[src/rtl/sercom_uart_pkg.sv]
package sercom_uart_pkg;

  typedef struct packed {
    logic       brk_send;
    logic       fifo_en;
    logic       stick;
    logic       even;
    logic       par_en;
    logic       stop2;
    logic [1:0] wsel;
  } line_cfg_t;

  typedef struct packed {
    logic       brk;
    logic       perr;
    logic       ferr;
    logic [7:0] data;
  } rx_word_t;

  function automatic logic [7:0] data_mask(logic [1:0] wsel);
    return 8'hFF >> (2'd3 - wsel);
  endfunction

  function automatic logic [3:0] data_bits(logic [1:0] wsel);
    return 4'd5 + 4'(wsel);
  endfunction

  function automatic logic par_bit(logic [7:0] d, line_cfg_t c);
    logic ones_odd;
    ones_odd = ^(d & data_mask(c.wsel));
    if (c.stick) return ~c.even;
    return c.even ? ones_odd : ~ones_odd;
  endfunction

  // start + data + parity + stop bits
  function automatic logic [3:0] frame_len(line_cfg_t c);
    return 4'd2 + data_bits(c.wsel) + 4'(c.par_en) + 4'(c.stop2);
  endfunction

  function automatic logic [11:0] tx_bits(logic [7:0] d, line_cfg_t c);
    logic [11:0] v;
    logic [3:0]  w;
    w    = data_bits(c.wsel);
    v    = '1;
    v[0] = 1'b0;
    for (int i = 0; i < 8; i++)
      if (4'(i) < w) v[i+1] = d[i];
    if (c.par_en) v[w + 4'd1] = par_bit(d, c);
    return v;
  endfunction

  function automatic int unsigned trig_level(logic [2:0] sel, int unsigned depth);
    case (sel)
      3'd0:    return depth / 8;
      3'd1:    return depth / 4;
      3'd2:    return depth / 2;
      3'd3:    return depth * 3 / 4;
      default: return depth * 7 / 8;
    endcase
  endfunction

endpackage

[src/rtl/sercom_uart_fifo.sv]
module sercom_uart_fifo #(
  parameter int W     = 8,
  parameter int DEPTH = 16,
  localparam int AW   = $clog2(DEPTH),
  localparam int CW   = AW + 1
) (
  input  logic          clk,
  input  logic          rst_n,
  input  logic          cap_one,
  input  logic          push,
  input  logic [W-1:0]  din,
  input  logic          pop,
  output logic [W-1:0]  dout,
  output logic [CW-1:0] count,
  output logic          full,
  output logic          empty
);
  logic [W-1:0]  mem [DEPTH];
  logic [AW-1:0] wp, rp;
  logic          do_push, do_pop;

  assign empty   = (count == '0);
  assign full    = cap_one ? !empty : (count == CW'(DEPTH));
  assign do_push = push && !full;
  assign do_pop  = pop && !empty;
  assign dout    = mem[rp];

  always_ff @(posedge clk or negedge rst_n) begin
    if (!rst_n) begin
      wp    <= '0;
      rp    <= '0;
      count <= '0;
    end else begin
      if (do_push) wp <= wp + 1'b1;
      if (do_pop)  rp <= rp + 1'b1;
      count <= count + CW'(do_push) - CW'(do_pop);
    end
  end

  always_ff @(posedge clk) begin
    if (do_push) mem[wp] <= din;
  end
endmodule

[src/rtl/sercom_uart_tx.sv]
module sercom_uart_tx
  import sercom_uart_pkg::*;
(
  input  logic      clk,
  input  logic      rst_n,
  input  logic      tick,
  input  line_cfg_t cfg,
  input  logic      have,
  input  logic [7:0] din,
  output logic      pop,
  output logic      busy,
  output logic      txd
);
  logic [11:0] sh;
  logic [3:0]  left, sub;

  assign busy = (left != '0);
  assign pop  = !busy && have;
  assign txd  = !cfg.brk_send && (busy ? sh[0] : 1'b1);

  always_ff @(posedge clk or negedge rst_n) begin
    if (!rst_n) begin
      sh   <= '1;
      left <= '0;
      sub  <= '0;
    end else if (pop) begin
      sh   <= tx_bits(din, cfg);
      left <= frame_len(cfg);
      sub  <= '0;
    end else if (busy && tick) begin
      sub <= sub + 4'd1;
      if (sub == 4'd15) begin
        sh   <= {1'b1, sh[11:1]};
        left <= left - 4'd1;
      end
    end
  end
endmodule

[src/rtl/sercom_uart_rx.sv]
module sercom_uart_rx
  import sercom_uart_pkg::*;
(
  input  logic      clk,
  input  logic      rst_n,
  input  logic      tick,
  input  line_cfg_t cfg,
  input  logic      rxd,
  output logic      push,
  output rx_word_t  word,
  output logic      idle
);
  typedef enum logic [1:0] {RX_IDLE, RX_BITS, RX_HOLD} rx_st_e;

  rx_st_e      st;
  logic [1:0]  sync;
  logic        rxs;
  logic [3:0]  sub, idx, w, nlen;
  logic [11:0] smp, vec, live;
  logic        last, stop_bad, all_low, perr;

  assign rxs  = sync[1];
  assign w    = data_bits(cfg.wsel);
  assign nlen = frame_len(cfg) - 4'd1;          // samples after the start bit
  assign last = (idx == nlen - 4'd1);
  assign live = (12'h001 << nlen) - 12'h001;

  always_comb begin
    vec      = smp;
    vec[idx] = rxs;
  end

  assign stop_bad = !vec[w + 4'(cfg.par_en)] ||
                    (cfg.stop2 && !vec[w + 4'(cfg.par_en) + 4'd1]);
  assign all_low  = ((vec & live) == '0);
  assign perr     = cfg.par_en && (vec[w] != par_bit(vec[7:0], cfg));

  always_comb begin
    if (all_low) word = '{brk: 1'b1, perr: 1'b0, ferr: 1'b0, data: 8'h00};
    else         word = '{brk: 1'b0, perr: perr, ferr: stop_bad,
                          data: vec[7:0] & data_mask(cfg.wsel)};
  end

  assign push = (st == RX_BITS) && tick && (sub == 4'd15) && last;
  assign idle = (st == RX_IDLE);

  always_ff @(posedge clk or negedge rst_n) begin
    if (!rst_n) begin
      sync <= 2'b11;
      st   <= RX_IDLE;
      sub  <= '0;
      idx  <= '0;
      smp  <= '0;
    end else begin
      sync <= {sync[0], rxd};
      if (tick) begin
        case (st)
          RX_IDLE: begin
            if (rxs) sub <= '0;
            else if (sub == 4'd7) begin
              st  <= RX_BITS;
              sub <= '0;
              idx <= '0;
              smp <= '0;
            end else sub <= sub + 4'd1;
          end
          RX_BITS: begin
            sub <= sub + 4'd1;
            if (sub == 4'd15) begin
              smp <= vec;
              idx <= idx + 4'd1;
              if (last) st <= stop_bad ? RX_HOLD : RX_IDLE;
            end
          end
          default: if (rxs) begin
            st  <= RX_IDLE;
            sub <= '0;
          end
        endcase
      end
    end
  end
endmodule

[src/rtl/sercom_uart.sv]
module sercom_uart
  import sercom_uart_pkg::*;
#(
  parameter int DEPTH    = 16,
  parameter int DIVW     = 16,
  parameter int OVS      = 16,
  parameter int IDLE_BITS = 32,
  localparam int CW      = $clog2(DEPTH) + 1,
  localparam int TO_TICKS = OVS * IDLE_BITS,
  localparam int TOW     = $clog2(TO_TICKS + 1)
) (
  input  logic        clk,
  input  logic        rst_n,
  input  logic        wr_en,
  input  logic        rd_en,
  input  logic [2:0]  addr,
  input  logic [15:0] wdata,
  output logic [15:0] rdata,
  input  logic        rxd,
  output logic        txd,
  output logic        irq
);
  line_cfg_t       line;
  logic [DIVW-1:0] div, bcnt;
  logic [5:0]      lvl;
  logic [6:0]      mask, raw;
  logic            tick, line_brk;
  logic            to_f, fe_f, pe_f, brk_f, ovr_f;

  logic            tx_push, tx_pop, tx_full, tx_empty, tx_busy;
  logic [7:0]      tx_dout;
  logic [CW-1:0]   tx_cnt, rx_cnt;
  logic            rx_push, rx_pop, rx_full, rx_empty, rx_idle, rx_store;
  rx_word_t        rx_word, rx_dout;
  logic [TOW-1:0]  to_cnt;
  logic            to_run, to_hit, rx_lvl_hit, tx_lvl_hit;
  logic [6:0]      clr;

  assign line_brk = line.brk_send;
  assign tick     = (div <= DIVW'(1)) || (bcnt == div - DIVW'(1));
  assign tx_push  = wr_en && (addr == 3'd0);
  assign rx_pop   = rd_en && (addr == 3'd0);
  assign rx_store = rx_push && !rx_full;
  assign clr      = (wr_en && addr == 3'd7) ? wdata[6:0] : 7'd0;

  always_ff @(posedge clk or negedge rst_n) begin
    if (!rst_n) bcnt <= '0;
    else        bcnt <= tick ? '0 : bcnt + DIVW'(1);
  end

  sercom_uart_fifo #(.W(8), .DEPTH(DEPTH)) u_txq (
    .clk, .rst_n, .cap_one(!line.fifo_en), .push(tx_push), .din(wdata[7:0]),
    .pop(tx_pop), .dout(tx_dout), .count(tx_cnt), .full(tx_full), .empty(tx_empty));

  sercom_uart_fifo #(.W($bits(rx_word_t)), .DEPTH(DEPTH)) u_rxq (
    .clk, .rst_n, .cap_one(!line.fifo_en), .push(rx_push), .din(rx_word),
    .pop(rx_pop), .dout(rx_dout), .count(rx_cnt), .full(rx_full), .empty(rx_empty));

  sercom_uart_tx u_tx (
    .clk, .rst_n, .tick, .cfg(line), .have(!tx_empty), .din(tx_dout),
    .pop(tx_pop), .busy(tx_busy), .txd);

  sercom_uart_rx u_rx (
    .clk, .rst_n, .tick, .cfg(line), .rxd,
    .push(rx_push), .word(rx_word), .idle(rx_idle));

  // receive timeout: idle line with data waiting
  assign to_run = rx_idle && !rx_empty;
  assign to_hit = tick && to_run && !rx_push && !rx_pop && (to_cnt == TOW'(TO_TICKS - 1));

  always_ff @(posedge clk or negedge rst_n) begin
    if (!rst_n) to_cnt <= '0;
    else if (rx_push || rx_pop) to_cnt <= '0;
    else if (tick && to_run && to_cnt != TOW'(TO_TICKS)) to_cnt <= to_cnt + TOW'(1);
  end

  assign rx_lvl_hit = line.fifo_en ? (rx_cnt >= CW'(trig_level(lvl[5:3], DEPTH))) : !rx_empty;
  assign tx_lvl_hit = line.fifo_en ? (tx_cnt <= CW'(trig_level(lvl[2:0], DEPTH))) : tx_empty;
  assign raw = {ovr_f, brk_f, pe_f, fe_f, to_f, tx_lvl_hit, rx_lvl_hit};
  assign irq = |(raw & mask);

  always_ff @(posedge clk or negedge rst_n) begin
    if (!rst_n) begin
      line  <= line_cfg_t'(8'h43);
      div   <= DIVW'(1);
      lvl   <= 6'o22;
      mask  <= '0;
      to_f  <= 1'b0;
      fe_f  <= 1'b0;
      pe_f  <= 1'b0;
      brk_f <= 1'b0;
      ovr_f <= 1'b0;
    end else begin
      if (wr_en) begin
        case (addr)
          3'd1: line <= line_cfg_t'(wdata[7:0]);
          3'd2: div  <= DIVW'(wdata);
          3'd3: lvl  <= wdata[5:0];
          3'd4: mask <= wdata[6:0];
          default: ;
        endcase
      end
      to_f  <= to_hit || (to_f && !clr[2]);
      fe_f  <= (rx_store && rx_word.ferr) || (fe_f && !clr[3]);
      pe_f  <= (rx_store && rx_word.perr) || (pe_f && !clr[4]);
      brk_f <= (rx_store && rx_word.brk)  || (brk_f && !clr[5]);
      ovr_f <= (rx_push && rx_full)       || (ovr_f && !clr[6]);
    end
  end

  always_comb begin
    case (addr)
      3'd0:    rdata = {5'd0, rx_dout};
      3'd1:    rdata = {8'd0, line};
      3'd2:    rdata = 16'(div);
      3'd3:    rdata = {10'd0, lvl};
      3'd4:    rdata = {9'd0, mask};
      3'd5:    rdata = {5'd0, tx_busy, tx_full, rx_empty, 1'b0, raw};
      3'd6:    rdata = {9'd0, raw & mask};
      default: rdata = 16'd0;
    endcase
  end
endmodule

[config.mk]
export PLATFORM = sky130hd
export DESIGN_NAME = sercom_uart
export DESIGN_NICKNAME = d
export VERILOG_FILES = /design/src/rtl/sercom_uart_pkg.sv /design/src/rtl/sercom_uart_fifo.sv /design/src/rtl/sercom_uart_tx.sv /design/src/rtl/sercom_uart_rx.sv /design/src/rtl/sercom_uart.sv
export SDC_FILE = /design/constraint.sdc
export NUM_CORES = 1
export LEC_CHECK = 0
export ABC_AREA = 1
export BUFFER_PORTS_ARGS = -buffer_cell sky130_fd_sc_hd__buf_2
export CAP_MARGIN = 20
export CORE_MARGIN = 1
export CORE_UTILIZATION = 25
export CTS_CLUSTER_DIAMETER = 30
export CTS_CLUSTER_SIZE = 30
export DETAILED_ROUTE_END_ITERATION = 6
export GPL_TIMING_DRIVEN = 1
export MAX_ROUTING_LAYER = met4
export SETUP_SLACK_MARGIN = 0.05
export SLEW_MARGIN = 20
export SYNTH_ARGS = -nofsm -noshare
export SYNTH_HDL_FRONTEND = slang
export SYNTH_HIERARCHICAL = 1
export SYNTH_SLANG_ARGS = --single-unit
export TNS_END_PERCENT = 10
[constraint.sdc]
create_clock -name clk -period 5.7 [get_ports clk]
set_clock_uncertainty 0.05 [all_clocks]
set_input_delay 0.57 -clock clk [delete_from_list [all_inputs] [get_ports clk]]
set_output_delay 0.57 -clock clk [all_outputs]
set_load 0.02 [all_outputs]
# Word level (Yosys, flattened, before mapping)
# Memory sizes are Yosys's and may differ from the RTL's.
# Index checks and enable logic that the tools add are counted.
dict set report op_classes {
  add_sub_neg 26
  magnitude_cmp 18
  n_eq_ne 28
  n_shift 2
  muxes 83
  n_bitwise 7
  reduce_logical 79
}
# operator count
set op_table {}
lappend op_table {{$pmux W16 S7} 1}
lappend op_table {{$mux W12} 7}
lappend op_table {{$mux W4} 11}
lappend op_table {{$mux W1} 40}
lappend op_table {{$add A4 B1 Y4 const B} 9}
lappend op_table {{$logic_and A1 B1 Y1} 32}
lappend op_table {{$pmux W4 S4} 2}
lappend op_table {{$lt A4 B5 Y1 const B} 5}
lappend op_table {{$bwmux W12} 2}
lappend op_table {{$pmux W12 S2} 1}
lappend op_table {{$mux W10} 2}
lappend op_table {{$eq A3 B2 Y1 const B} 6}
lappend op_table {{$add A16 B1 Y16 const B} 1}
lappend op_table {{$and A8 B8 Y8} 2}
lappend op_table {{$eq A16 B16 Y1} 1}
lappend op_table {{$le A16 B1 Y1 const B} 1}
lappend op_table {{$lt A3 B4 Y1 const A} 4}
lappend op_table {{$mux W16} 1}
lappend op_table {{$pmux W4 S2} 2}
lappend op_table {{$reduce_xor A8 Y1} 2}
lappend op_table {{$sub A16 B1 Y16 const B} 1}
lappend op_table {{$logic_not A1 Y1} 15}
lappend op_table {{$add A4 B1 Y4} 3}
lappend op_table {{$and A12 B12 Y12} 1}
lappend op_table {{other kinds (47)} 91}
dict set report totals {
  register_bits 138
  ramBits 304
  inputBits 24
  output_inout_bits 18
  word_cells 276
  memories 2
}
# memory depth word_bits read_ports rd_ports_with_merged_regs wr line
set memory_table {}
lappend memory_table {u_rxq.mem 16 11 1 0 1 sercom_uart_fifo.sv:18} ;# logic [W-1:0] mem [DEPTH];
lappend memory_table {u_txq.mem 16 8 1 0 1 sercom_uart_fifo.sv:18}

# Depth between registers and ports, before layout
# Gate-level depths: netlist of the first run.
dict set report logic_depth {
  word_depth 15
  mapped_depth 33
  ltp_nobuf 30
}

# Modules after synthesis
# The synthesis of the first run kept the hierarchy.
# module n_inst cells_each area_each_um2 seq_area_each_um2
set by_module_without_submodules {}
lappend by_module_without_submodules {{sercom_uart_fifo at u_rxq} 1 804 8269.2 5610.4}
lappend by_module_without_submodules {{sercom_uart_fifo at u_txq} 1 617 6351.1 4169.0}
lappend by_module_without_submodules {sercom_uart 1 624 4546.9 1709.1}
lappend by_module_without_submodules {sercom_uart_rx 1 417 2583.7 603.1}
lappend by_module_without_submodules {sercom_uart_tx 1 209 1594.0 515.5}

# Worst setup path after synthesis of the first run
# Ideal clock, no wire load.
dict set report synth_path {
  path_kind {flip-flop to flip-flop}
  startpoint {reg line[0] (netlist name)}
  endpoint {reg u_rxq.count[4]}
  setup_time_ps 121
  t_arrival_ps 4482
  t_required_ps 5529
  path_slack_ps 1047
  path_stages_with_launch 25
  path_buffers 1
  period_less_slack_ps 4653
  cell_sequence {dfstp_2 > inv_1 > ha_1 > inv_1 > fa_1 > inv_1 > nor2_2 > nand3_1 > nand2_1 > xor2_1 > nand3_1 > nor2_1 > nand3_1 > buf_2 > ha_1 > inv_1 > ha_1 > inv_1 > fa_1 > inv_1 > nand2_1 > a21oi_1 > nor2_1 > nand2_1 > nand2_1}
}
dict set report synth_between {
  elab_chain_cells 11
}
# item line
set synth_lines {}
lappend synth_lines {{start: declaration} sercom_uart.sv:23} ;# line_cfg_t line;
lappend synth_lines {{start signal: assignment} sercom_uart.sv:84} ;# line <= line_cfg_t'(8'h43);
lappend synth_lines {{start signal: assignment} sercom_uart.sv:96} ;# 3'd1: line <= line_cfg_t'(wdata[7:0]);
lappend synth_lines {{$add A3 B2 Y4} sercom_uart_pkg.sv:25} ;# return 4'd5 + 4'(wsel);
lappend synth_lines {{$add A2 B4 Y4} sercom_uart_pkg.sv:37} ;# return 4'd2 + data_bits(c.wsel) + 4'(c.par_en) + 4'(c.stop2);
lappend synth_lines {{$add A4 B1 Y4 (2 in series)} sercom_uart_pkg.sv:37}
lappend synth_lines {{$sub A4 B1 Y4} sercom_uart_rx.sv:24} ;# assign nlen = frame_len(cfg) - 4'd1;
lappend synth_lines {{$sub A4 B1 Y4} sercom_uart_rx.sv:25} ;# assign last = (idx == nlen - 4'd1);
lappend synth_lines {{$eq A4 B4 Y1} sercom_uart_rx.sv:25}
lappend synth_lines {{$logic_and A1 B1 Y1} sercom_uart_rx.sv:44} ;# assign push = (st == RX_BITS) && tick && (sub == 4'd15) && last;
lappend synth_lines {{net rx_push} sercom_uart.sv:33} ;# logic rx_push, rx_pop, rx_full, rx_empty, rx_idle, rx_store;
lappend synth_lines {{$logic_and A1 B1 Y1} sercom_uart_fifo.sv:24} ;# assign do_push = push && !full;
lappend synth_lines {{$add A5 B1 Y5} sercom_uart_fifo.sv:36} ;# count <= count + CW'(do_push) - CW'(do_pop);
lappend synth_lines {{$sub A5 B1 Y5} sercom_uart_fifo.sv:36}
lappend synth_lines {{end signal: assignment} sercom_uart_fifo.sv:36}
lappend synth_lines {{end: declaration} sercom_uart_fifo.sv:14} ;# output logic [CW-1:0] count,
# The timed path passes the listed nets, and every way through them passes these cells.
# A chain may end at the register's enable or synchronous reset.

# Worst setup path after layout of the first run
dict set report layout_path {
  startpoint {reg div[0]}
  endpoint {reg u_rxq.count[4]}
}
dict set report layout_between {
  elab_chain_cells 9
  word_cells_on_any_way 10
  classes_between {add/sub (3); order compare (1); eq/ne (1); reduce/logical (5)}
}
# item line
set layout_lines {}
lappend layout_lines {{start: declaration} sercom_uart.sv:24} ;# logic [DIVW-1:0] div, bcnt;
lappend layout_lines {{start signal: assignment} sercom_uart.sv:97} ;# 3'd2: div <= DIVW'(wdata);
lappend layout_lines {{$sub A16 B1 Y16} sercom_uart.sv:40} ;# assign tick = (div <= DIVW'(1)) || (bcnt == div - DIVW'(1));
lappend layout_lines {{$eq A16 B16 Y1} sercom_uart.sv:40}
lappend layout_lines {{$logic_or A1 B1 Y1 *} sercom_uart.sv:40}
lappend layout_lines {{$logic_and A1 B1 Y1 * (3 in series)} sercom_uart_rx.sv:44}
lappend layout_lines {{net rx_push} sercom_uart.sv:33}
lappend layout_lines {{$logic_and A1 B1 Y1 *} sercom_uart_fifo.sv:24}
lappend layout_lines {{$add A5 B1 Y5 *} sercom_uart_fifo.sv:36}
lappend layout_lines {{$sub A5 B1 Y5 *} sercom_uart_fifo.sv:36}
# Mark *: on every way through the listed nets, which the timed path passes. The rest lies on a longest branch.

==> impl_metrics.toml, run 1 <==
[outcome]
status = "finished, final reports clean"

[detailed_routing]
via_per_inst = 4.38
wl_um = 61900
wire_per_inst_um = 15.1
vias = 17900
antenna_left = 0
dr.pass1.iters = 5
drc = 0
drt_iter0_drc = 1375

[pwr]
leakagePower_nw = 12.6
peakVddDrop_v = 0.000317
p_total_w = 0.0129
power.density_nw_per_um2 = 450

[global_routing]
grt-ovfl-total = 0
grt_pass1_wl_um = 97600
grtUsageMet1_pct = 18.2
antenna_found_initial = 1
grt_pass1_vias = 17300
grt_usage_pct = 13.6
busiest_layer = "met2"
grt_util_met3_pct = 2.57
met2_usage_pct = 20.3
grt_max_degree = 95

[setup_path]
worstPathRequired_ns = 6.21
critPathMaxStageDelay_ns = 0.58
cp_top_family = "simple AND/OR/NAND/NOR gates"
path_class = "flip-flop to flip-flop"
cp.arrival_ns = 5.63
crit_buf_inv = 9
worstSetupStartpointType = "flip-flop"
cpMaxStageDelayCell = "dfstp_2"
end_kind = "flip-flop"
path_max_fanout = 21
cpMostUsedCell = "nand2_1"

[synthesis]
synth_cell_type_count = 63
syn_area_um2 = 23300
ys_async_sr_fraction_pct = 31.2
avgSynthCellArea_um2 = 8.74
ys.flop_type = "edfxtp_1"
yosysWarnings = 6
netlist.area_leader.share_pct = 39.1
synth_edf_count = 304
synth_common_cells = "879 x nand2_1, 313 x inv_1, 304 x edfxtp_1, 239 x nor2_1, 209 x nand3_1"
syn_inst = 2671
synth.most_common_cell = "nand2_1"
syn-num-nets = 2758
yosys-top-cells-area = "edfxtp_1 39%, nand2_1 14%, dfrtp_1 13%"
synth_top_area_cell = "edfxtp_1"
synth-seq-area-share_pct = 54.0
ys_ff_latch = 442

[die]
dieArea_um2 = 94600
die_w_um = 308
die_h_um = 308
io_pins = 42
coreArea_um2 = 92100
initial_utilization_pct = 25.4
rows = 111

[finish]
syn_to_final_growth_pct = 23.0
final_net_count = 2860
regArea_um2 = 12600
layout-drive-gt1-share_pct = 14.4
postLayoutCoreUtil_pct = 31.2
design_area_um2 = 28700
multi_input_comb_area_um2 = 9020
fillers = 9509

[sta]
rsz0062_at_grt = "no"
timing.hold.ws_ns = 0.127
period_share_pct = 90.0
slew_violations = 0
tns_ns = 0
slew_headroom_pct = 26.8
post-route-min-period_ns = 5.13
hold_viol = 0
setup_violations = 0
fmax_ghz = 0.195
worstMarginPinSlew_ns = 1.09

[clocking]
cts_tree = "yes"
htree_num_levels = 3
numCtsBuffers = 97
clk_latency_ns = 0.68
cts.clk_slew.worst_paths_ns = 0.05
cts_root_buffer = "clkbuf_16"
postCtsSetupRepairBufs = 0
ctsResizeCount = 0
clock_path_buffers = 3
clock-sinks = 442

[placement]
post-dp-hpwl_um = 42200
gp_congestion = 0.874
place.port_buffers = 41
placed_cell_area_um2 = 25000

[run]
cap_viol_max_count = 0

[worst_hold_path]
min_path_type = "input port to flip-flop"
[registers in the layout, indices dropped and copies added, names as in the netlist, 4 cells and up]
name	count
u_rx/smp	12
u_rx/idx	4
lvl	6
to_cnt	10
u_rx/sub	4
u_txq/mem	128
u_txq/rp	4
u_tx/sub	4
u_tx/sh	12
div	16
bcnt	16
u_rxq/rp	4
line	7
u_rxq/wp	4
u_tx/left	4
u_rxq/mem	176
u_txq/count	5
u_txq/wp	4
u_rxq/count	5
mask	7
[logic make-up after synthesis]
group                    share of synthesized area, %
AO/OA/AOI/OAI                                    4.63
XOR/XNOR                                         1.72
flip-flops                                       54.0
adder cells (fa/ha/maj)                          3.54
multiplexers                                   0.0482
buffers and inverters                            7.69
AND/OR/NAND/NOR                                  28.4
[layout by cell type (no fill, tap or decap), types with 20 or more instances in the layout]
cell | synthesis | routed
o21ai_0 | 83 | 83
xor2_1 | 28 | 28
dfrtp_1 | 118 | 116
nor2_1 | 239 | 237
nand3_1 | 209 | 209
edfxtp_1 | 304 | 304
nand4_1 | 29 | 29
dfstp_2 | 20 | 20
inv_1 | 313 | 313
nor3_1 | 46 | 32
inv_2 | 21 | 21
ha_1 | 58 | 58
a21oi_1 | 36 | 36
nand2_1 | 879 | 879
nand3_2 | 27 | 27
clkbuf_16 | 0 | 97
bufinv_16 | 0 | 20
buf_2 | 32 | 40
buf_4 | 20 | 45
[stage by stage]
stage	instances	setup slack, ns
3_3_place_gp	3914	0.665
5_1_grt	4101	0.174
2_1_floorplan	2671	1.05
4_1_cts	4099	0.635
6_report	4101	0.572
3_5_place_dp	3914	0.574
[metal layers]
metal / share of wire [%] / wire, µm
met1: 47 / 28900
met3: 5.8 / 3620
met2: 45 / 27800
met5: 0 / 0
met4: 2.5 / 1540
[power breakdown]
group | leakage (nW) | switching, W | internal, W
logic | 6.66 | 0.00196 | 0.000913
registers | 4.23 | 0.000309 | 0.00363
clock network | 1.73 | 0.00195 | 0.00415
total | 12.6 | 0.00422 | 0.00869
[final cells by class]
class                           count  share of cell area (%)
Timing Repair Buffer               88                    1.98
Inverter                          343                    4.53
Antenna cell                        1                 0.00872
Clock inverter                     73                    3.89
Clock buffer                      110                    8.83
Multi-Input combinational cell   1801                    31.4
Tap cell                         1243                    5.42
Sequential cell                   442                    43.9
[what timing repair did]
action,4_1_cts,5_1_grt
endpoints found under the setup margin,0,0
endpoints found under the hold margin,55,0
hold buffers,2,0
[worst paths after layout]
check	start	endpoint	slack [ns]	depth (start not counted)
min in group asynchronous	rst_n	to_cnt[0]	0.50	2
min reg2reg	u_rx/sync[0]	u_rx/sync[1]	0.30	0
max	div[0]	u_rxq/count[4]	0.57	32
max in group asynchronous	rst_n	u_txq/rp[0]	3.82	3
min	wdata[10]	div[10]	0.13	2
max reg2reg	div[0]	u_rxq/count[4]	0.57	32
Note: power is estimated with default switching activity, not from simulation.
==> run 2, diff against run 1 <==
--- a/config.mk
+++ b/config.mk
@@ -9,12 +9,13 @@
 export BUFFER_PORTS_ARGS = -buffer_cell sky130_fd_sc_hd__buf_2
 export CAP_MARGIN = 20
 export CORE_MARGIN = 1
-export CORE_UTILIZATION = 25
+export CORE_UTILIZATION = 64
 export CTS_CLUSTER_DIAMETER = 30
 export CTS_CLUSTER_SIZE = 30
 export DETAILED_ROUTE_END_ITERATION = 6
 export GPL_TIMING_DRIVEN = 1
 export MAX_ROUTING_LAYER = met4
+export PLACE_DENSITY = 0.81
 export SETUP_SLACK_MARGIN = 0.05
 export SLEW_MARGIN = 20
 export SYNTH_ARGS = -nofsm -noshare
==> constraint.sdc (replaced) <==
create_clock -name clk -period 5.6 [get_ports clk]
set_clock_uncertainty 0.05 [all_clocks]
set_input_delay 0.56 -clock clk [delete_from_list [all_inputs] [get_ports clk]]
set_output_delay 0.56 -clock clk [all_outputs]
set_load 0.02 [all_outputs]
==> run 2 against run 1 <==
Compared with the run above:
- the flow now finishes with violations (DRC)
- clock power shrank 15%
- power shrank 5.6%
- first-iteration DRC count grew 45%
- fmax grew 1.3%
- sequential power grew 1%
- die area shrank 61%
- global-route usage grew 21 points
- critical path type unchanged
- largest cell class unchanged
- largest power group unchanged
- highest routed layer unchanged
==> impl_metrics.toml, run 2 (synthesized netlist as in run 1, its figures left out) <==
[outcome]
status = "complete, but fails checks"
violations = "DRC"

[finish]
final_net_count = 2843
final_common_cell = "nand2_1"
layout-drive-gt1-share_pct = 13.3
final_cell_mix = "878 x nand2_1, 313 x inv_1, 304 x edfxtp_1, 236 x nor2_1, 209 x nand3_1"
reg_top3 = "u_rxq/mem (176), u_txq/mem (128)"
diodes = 0
top_register = "u_rxq/mem"
syn_to_final_growth_pct = 15.6
largest_reg_flops = 176

[pwr]
power.density_nw_per_um2 = 452
leakagePower_nw = 12.3
peakVddDrop_v = 0.000349

[detailed_routing]
drt_iter0_drc = 1993
via_per_inst = 5.77
wire_per_inst_um = 18.6
wl_um = 61300
antenna_left = 0
drc = 1
vias = 19000
dr.pass1.iters = 7

[setup_path]
path_max_fanout = 13
worstSetupStartpointType = "flip-flop"
rr_worst_depth = 31
cp.arrival_ns = 5.51
cpMostUsedCell = "nand2_1"
critPathMaxStageDelay_ns = 0.57
cpMaxStageDelayCell = "dfstp_2"
worstPathRequired_ns = 6.05
path_class = "flip-flop to flip-flop"
end_kind = "flip-flop"

[clocking]
numCtsBuffers = 86
clock-sinks = 442
htree_num_levels = 3
postCtsSetupRepairBufs = 0
cts_root_buffer = "clkbuf_16"
clock_path_buffers = 3
cts.clk_slew.worst_paths_ns = 0.05
cts_tree = "yes"
clk_latency_ns = 0.63

[global_routing]
grt_pass1_wl_um = 96000
grt_max_degree = 82
grt-ovfl-total = 0
grt_usage_pct = 34.5
grt_pass1_vias = 18700
antenna_found_initial = 0

[sta]
slew_violations = 0
post-route-min-period_ns = 5.06
fmax_ghz = 0.198
setup_violations = 0
tns_ns = 0
hold_viol = 0
period_share_pct = 90.4
rsz0062_at_grt = "no"
timing.hold.ws_ns = 0.0282
worstMarginPinSlew_ns = 1.19
slew_headroom_pct = 20.2

[run]
cap_viol_max_count = 0

[placement]
gp_congestion = 0.976
place.port_buffers = 41
post-dp-hpwl_um = 38400

[die]
die_h_um = 193
dieArea_um2 = 37200
rows = 69
io_pins = 42
coreArea_um2 = 35700
initial_utilization_pct = 65.3
die_w_um = 193

[worst_hold_path]
whs_path_depth = 1
min_path_type = "input port to flip-flop"
run 2: cell types whose count changed in the layout (fill, tap and decap cells not counted), moves of 2 or more:
| cell | delta |
|---|---|
| inv_8 | +6 |
| nor3_2 | -5 |
| bufinv_16 | -11 |
| buf_4 | -6 |
| clkinvlp_4 | -5 |
| clkbuf_16 | -10 |
| clkbuf_8 | -3 |
| inv_6 | -2 |
| clkbuf_1 | +4 |
| nor3_1 | +5 |
| inv_16 | +3 |
| clkinv_2 | +4 |
| clkinv_4 | -5 |
| clkinv_16 | -4 |
run 2: path summary, 6_finish.rpt:
path	start	to	slack, ns
worst min-delay path	rxd	u_rx/sync[0]	0.03
worst max-delay path	div[0]	u_rxq/count[4]	0.54
max in group asynchronous	rst_n	u_tx/left[2]	3.70
min in group asynchronous	rst_n	u_txq/rp[0]	0.49
worst max register to register	div[0]	u_rxq/count[4]	0.54
worst min register to register	u_rx/sync[0]	u_rx/sync[1]	0.31
run 2: where the power goes:
group          internal (W)  switching [W]  leakage, nW
sequential          0.00369       0.000295         4.23
combinational      0.000924        0.00209         6.63
clock               0.00336        0.00183         1.44
run 2: timing repair:
| item | in CTS | in global routing |
|---|---|---|
| hold endpoints to repair | 65 | 0 |
| hold buffers | 1 | 0 |
| gates resized for setup | 0 | 1 |
| endpoints found under the setup margin | 0 | 1 |
run 2: worst max-delay path: cells and delay by family, from the launching register on:
family	cells	cell delay, ns
AO/OA/AOI/OAI	3	0.57
buffers and inverters	8	0.91
flip-flops	1	0.57
AND/OR/NAND/NOR	16	1.70
adder cells (fa/ha/maj)	4	1.13
run 2: per-stage QoR:
| step | cells | worst slack, ns | instance area [µm²] | power [W] | util [%] |
|---|---|---|---|---|---|
| floorplan | 2671 | 0.947 | 23300 | 0.00610 | - |
| global placement | 3127 | 0.696 | 23900 | 0.00679 | 67.0 |
| detailed placement | 3128 | 0.607 | 24000 | 0.00689 | 67.0 |
| CTS | 3289 | 0.505 | 26900 | 0.0121 | 75.4 |
| global route | 3289 | 0.184 | 27000 | 0.0127 | 75.5 |
| finish | 3289 | 0.538 | 27000 | 0.0122 | 75.5 |
run 2: area by class of cell:
cell class	count	area, µm²
flip-flops and latches	442	12600
multi-input cells	1801	9000
fillers	2248	8760
clock buffers	101	2260
inverters	343	1300
clock inverters	59	716
well taps	461	577
repair buffers	82	519
run 2: routing by layer:
metal  global-route usage (%)  up-vias  wire length, µm
met5                        -        -                0
met4                     15.4        0             2530
met3                     6.37      195             5250
met2                     56.6     1001            30000
met1                     41.8     8921            23500
li1                         -     8861                -
==> run 3, diff against run 2 <==
--- a/config.mk
+++ b/config.mk
@@ -14,6 +14,7 @@
 export CTS_CLUSTER_SIZE = 30
 export DETAILED_ROUTE_END_ITERATION = 6
 export GPL_TIMING_DRIVEN = 1
+export HOLD_SLACK_MARGIN = 0.15
 export MAX_ROUTING_LAYER = met4
 export PLACE_DENSITY = 0.81
 export SETUP_SLACK_MARGIN = 0.05
==> run 3 against run 2 <==
Compared with the run above:
- the flow still finishes with violations (DRC)
- worst hold slack gained 0.15 ns
- highest routed layer unchanged
- fmax is essentially flat
- die area is the same
- final area grew 0.19%
- via count grew 0.23%
- critical path type unchanged
- critical endpoint unchanged
==> impl_metrics.toml, run 3 (synthesized netlist as in run 1, its figures left out) <==
[outcome]
status = "complete, but fails checks"
violations = "DRC"

[sta]
hold_viol = 0
period_share_pct = 90.4
rsz0062_at_grt = "no"
worstMarginPinSlew_ns = 1.18
fmax_ghz = 0.198
slew_violations = 0
timing.hold.ws_ns = 0.175
tns_ns = 0
post-route-min-period_ns = 5.06
setup_violations = 0
slew_headroom_pct = 20.5

[pwr]
peakVddDrop_v = 0.000349
power_switching_w = 0.00422
p_clk_share_pct = 42.6
seq_power_share_pct = 32.7
p_sw_share_pct = 34.6
power.density_nw_per_um2 = 451
leakagePower_nw = 12.3
power.internal_w = 0.00798
combPwrFrac_pct = 24.8

[setup_path]
cpMaxStageDelayCell = "dfstp_2"
cp.arrival_ns = 5.51
worstSetupStartpointType = "flip-flop"
rr_worst_depth = 31
critPathMaxStageDelay_ns = 0.57
worstPathRequired_ns = 6.05
cpMostUsedCell = "nand2_1"
end_kind = "flip-flop"
path_class = "flip-flop to flip-flop"
path_max_fanout = 13
reg2reg_slack_ns = 0.54

[clocking]
clock_path_buffers = 3
clk_latency_ns = 0.63
htree_num_levels = 3
cts.clk_slew.worst_paths_ns = 0.05
cts_tree = "yes"
clock-sinks = 442
numCtsBuffers = 86
cts_root_buffer = "clkbuf_16"

[die]
io_pins = 42
die_w_um = 193
dieArea_um2 = 37200
coreArea_um2 = 35700
rows = 69
initial_utilization_pct = 65.3
die_h_um = 193

[finish]
top_register = "u_rxq/mem"
regArea_um2 = 12600
reg_top3 = "u_rxq/mem (176), u_txq/mem (128)"
diodes = 0
final_cell_mix = "878 x nand2_1, 313 x inv_1, 304 x edfxtp_1, 236 x nor2_1, 209 x nand3_1"
multi_input_comb_area_um2 = 9000
largest_reg_flops = 176
instances_no_fill = 3294
final_common_cell = "nand2_1"
syn_to_final_growth_pct = 15.8
fillers = 2246
final_net_count = 2848
layout-drive-gt1-share_pct = 13.2

[global_routing]
grt_max_degree = 82
antenna_found_initial = 0
grt_pass1_vias = 18700
grt-ovfl-total = 0
grt_pass1_wl_um = 96200
grt_usage_pct = 34.6

[placement]
gp_congestion = 0.976
place.port_buffers = 41
dp.cells = 3128
post-dp-hpwl_um = 38400

[detailed_routing]
drt_iter0_drc = 2123
antenna_left = 0
drc = 1
via_per_inst = 5.77
wl_um = 61400
vias = 19000
dr.pass1.iters = 7
wire_per_inst_um = 18.6

[worst_hold_path]
min_path_type = "input port to flip-flop"
whs_path_depth = 3

[run]
cap_viol_max_count = 0
run 3: layout make-up:
class | count | area share (%)
Clock inverter | 59 | 2.65
Timing Repair Buffer | 87 | 2.11
Clock buffer | 101 | 8.36
Multi-Input combinational cell | 1801 | 33.3
Sequential cell | 442 | 46.7
Inverter | 343 | 4.81
Tap cell | 461 | 2.13
run 3: metrics by stage:
stage / util [%] / power, W / worst slack [ns] / instance area [µm²]
after floorplan: - / 0.00610 / 0.947 / 23300
after global placement: 67.0 / 0.00679 / 0.696 / 23900
after detailed placement: 67.0 / 0.00689 / 0.607 / 24000
after CTS: 75.5 / 0.0121 / 0.505 / 27000
after global routing: 75.6 / 0.0127 / 0.184 / 27000
final: 75.6 / 0.0122 / 0.538 / 27000
run 3: final timing paths:
kind	startpoint	endpoint
min reg2reg	u_rx/sync[0]	u_rx/sync[1]
min	wdata[8]	div[8]
max in group asynchronous	rst_n	u_tx/left[2]
min in group asynchronous	rst_n	u_txq/rp[1]
max reg2reg	div[0]	u_rxq/count[4]
max	div[0]	u_rxq/count[4]
run 3: power by group through the flow:
stage / clock network [W] / logic, W / registers (W)
6_report: 0.00519 / 0.00302 / 0.00399
5_1_grt: 0.00540 / 0.00332 / 0.00401
4_1_cts: 0.00522 / 0.00294 / 0.00398
2_1_floorplan: 0 / 0.00221 / 0.00388
3_5_place_dp: 0 / 0.00286 / 0.00403
3_3_place_gp: 0 / 0.00277 / 0.00402
run 3: layer usage:
metal	global-route usage (%)	wire length, µm	vias to the layer above
li1	-	-	8869
met1	42.0	23500	8963
met2	56.6	30100	1000
met3	6.39	5420	190
met4	15.5	2410	0
met5	-	0	-
run 3: repair_timing:
action,CTS,global route
hold endpoints to repair,70,0
hold buffers,6,0
gates resized for setup,0,1
setup endpoints to repair,0,1
buffers inserted,0,0
run 3: critical path, delay by kind of cell, from the launching register on:
kind,cells,cell delay [ns]
flops,1,0.57
simple gates,16,1.70
buf+inv,8,0.89
compound gates,3,0.57
fa+ha+maj,4,1.13
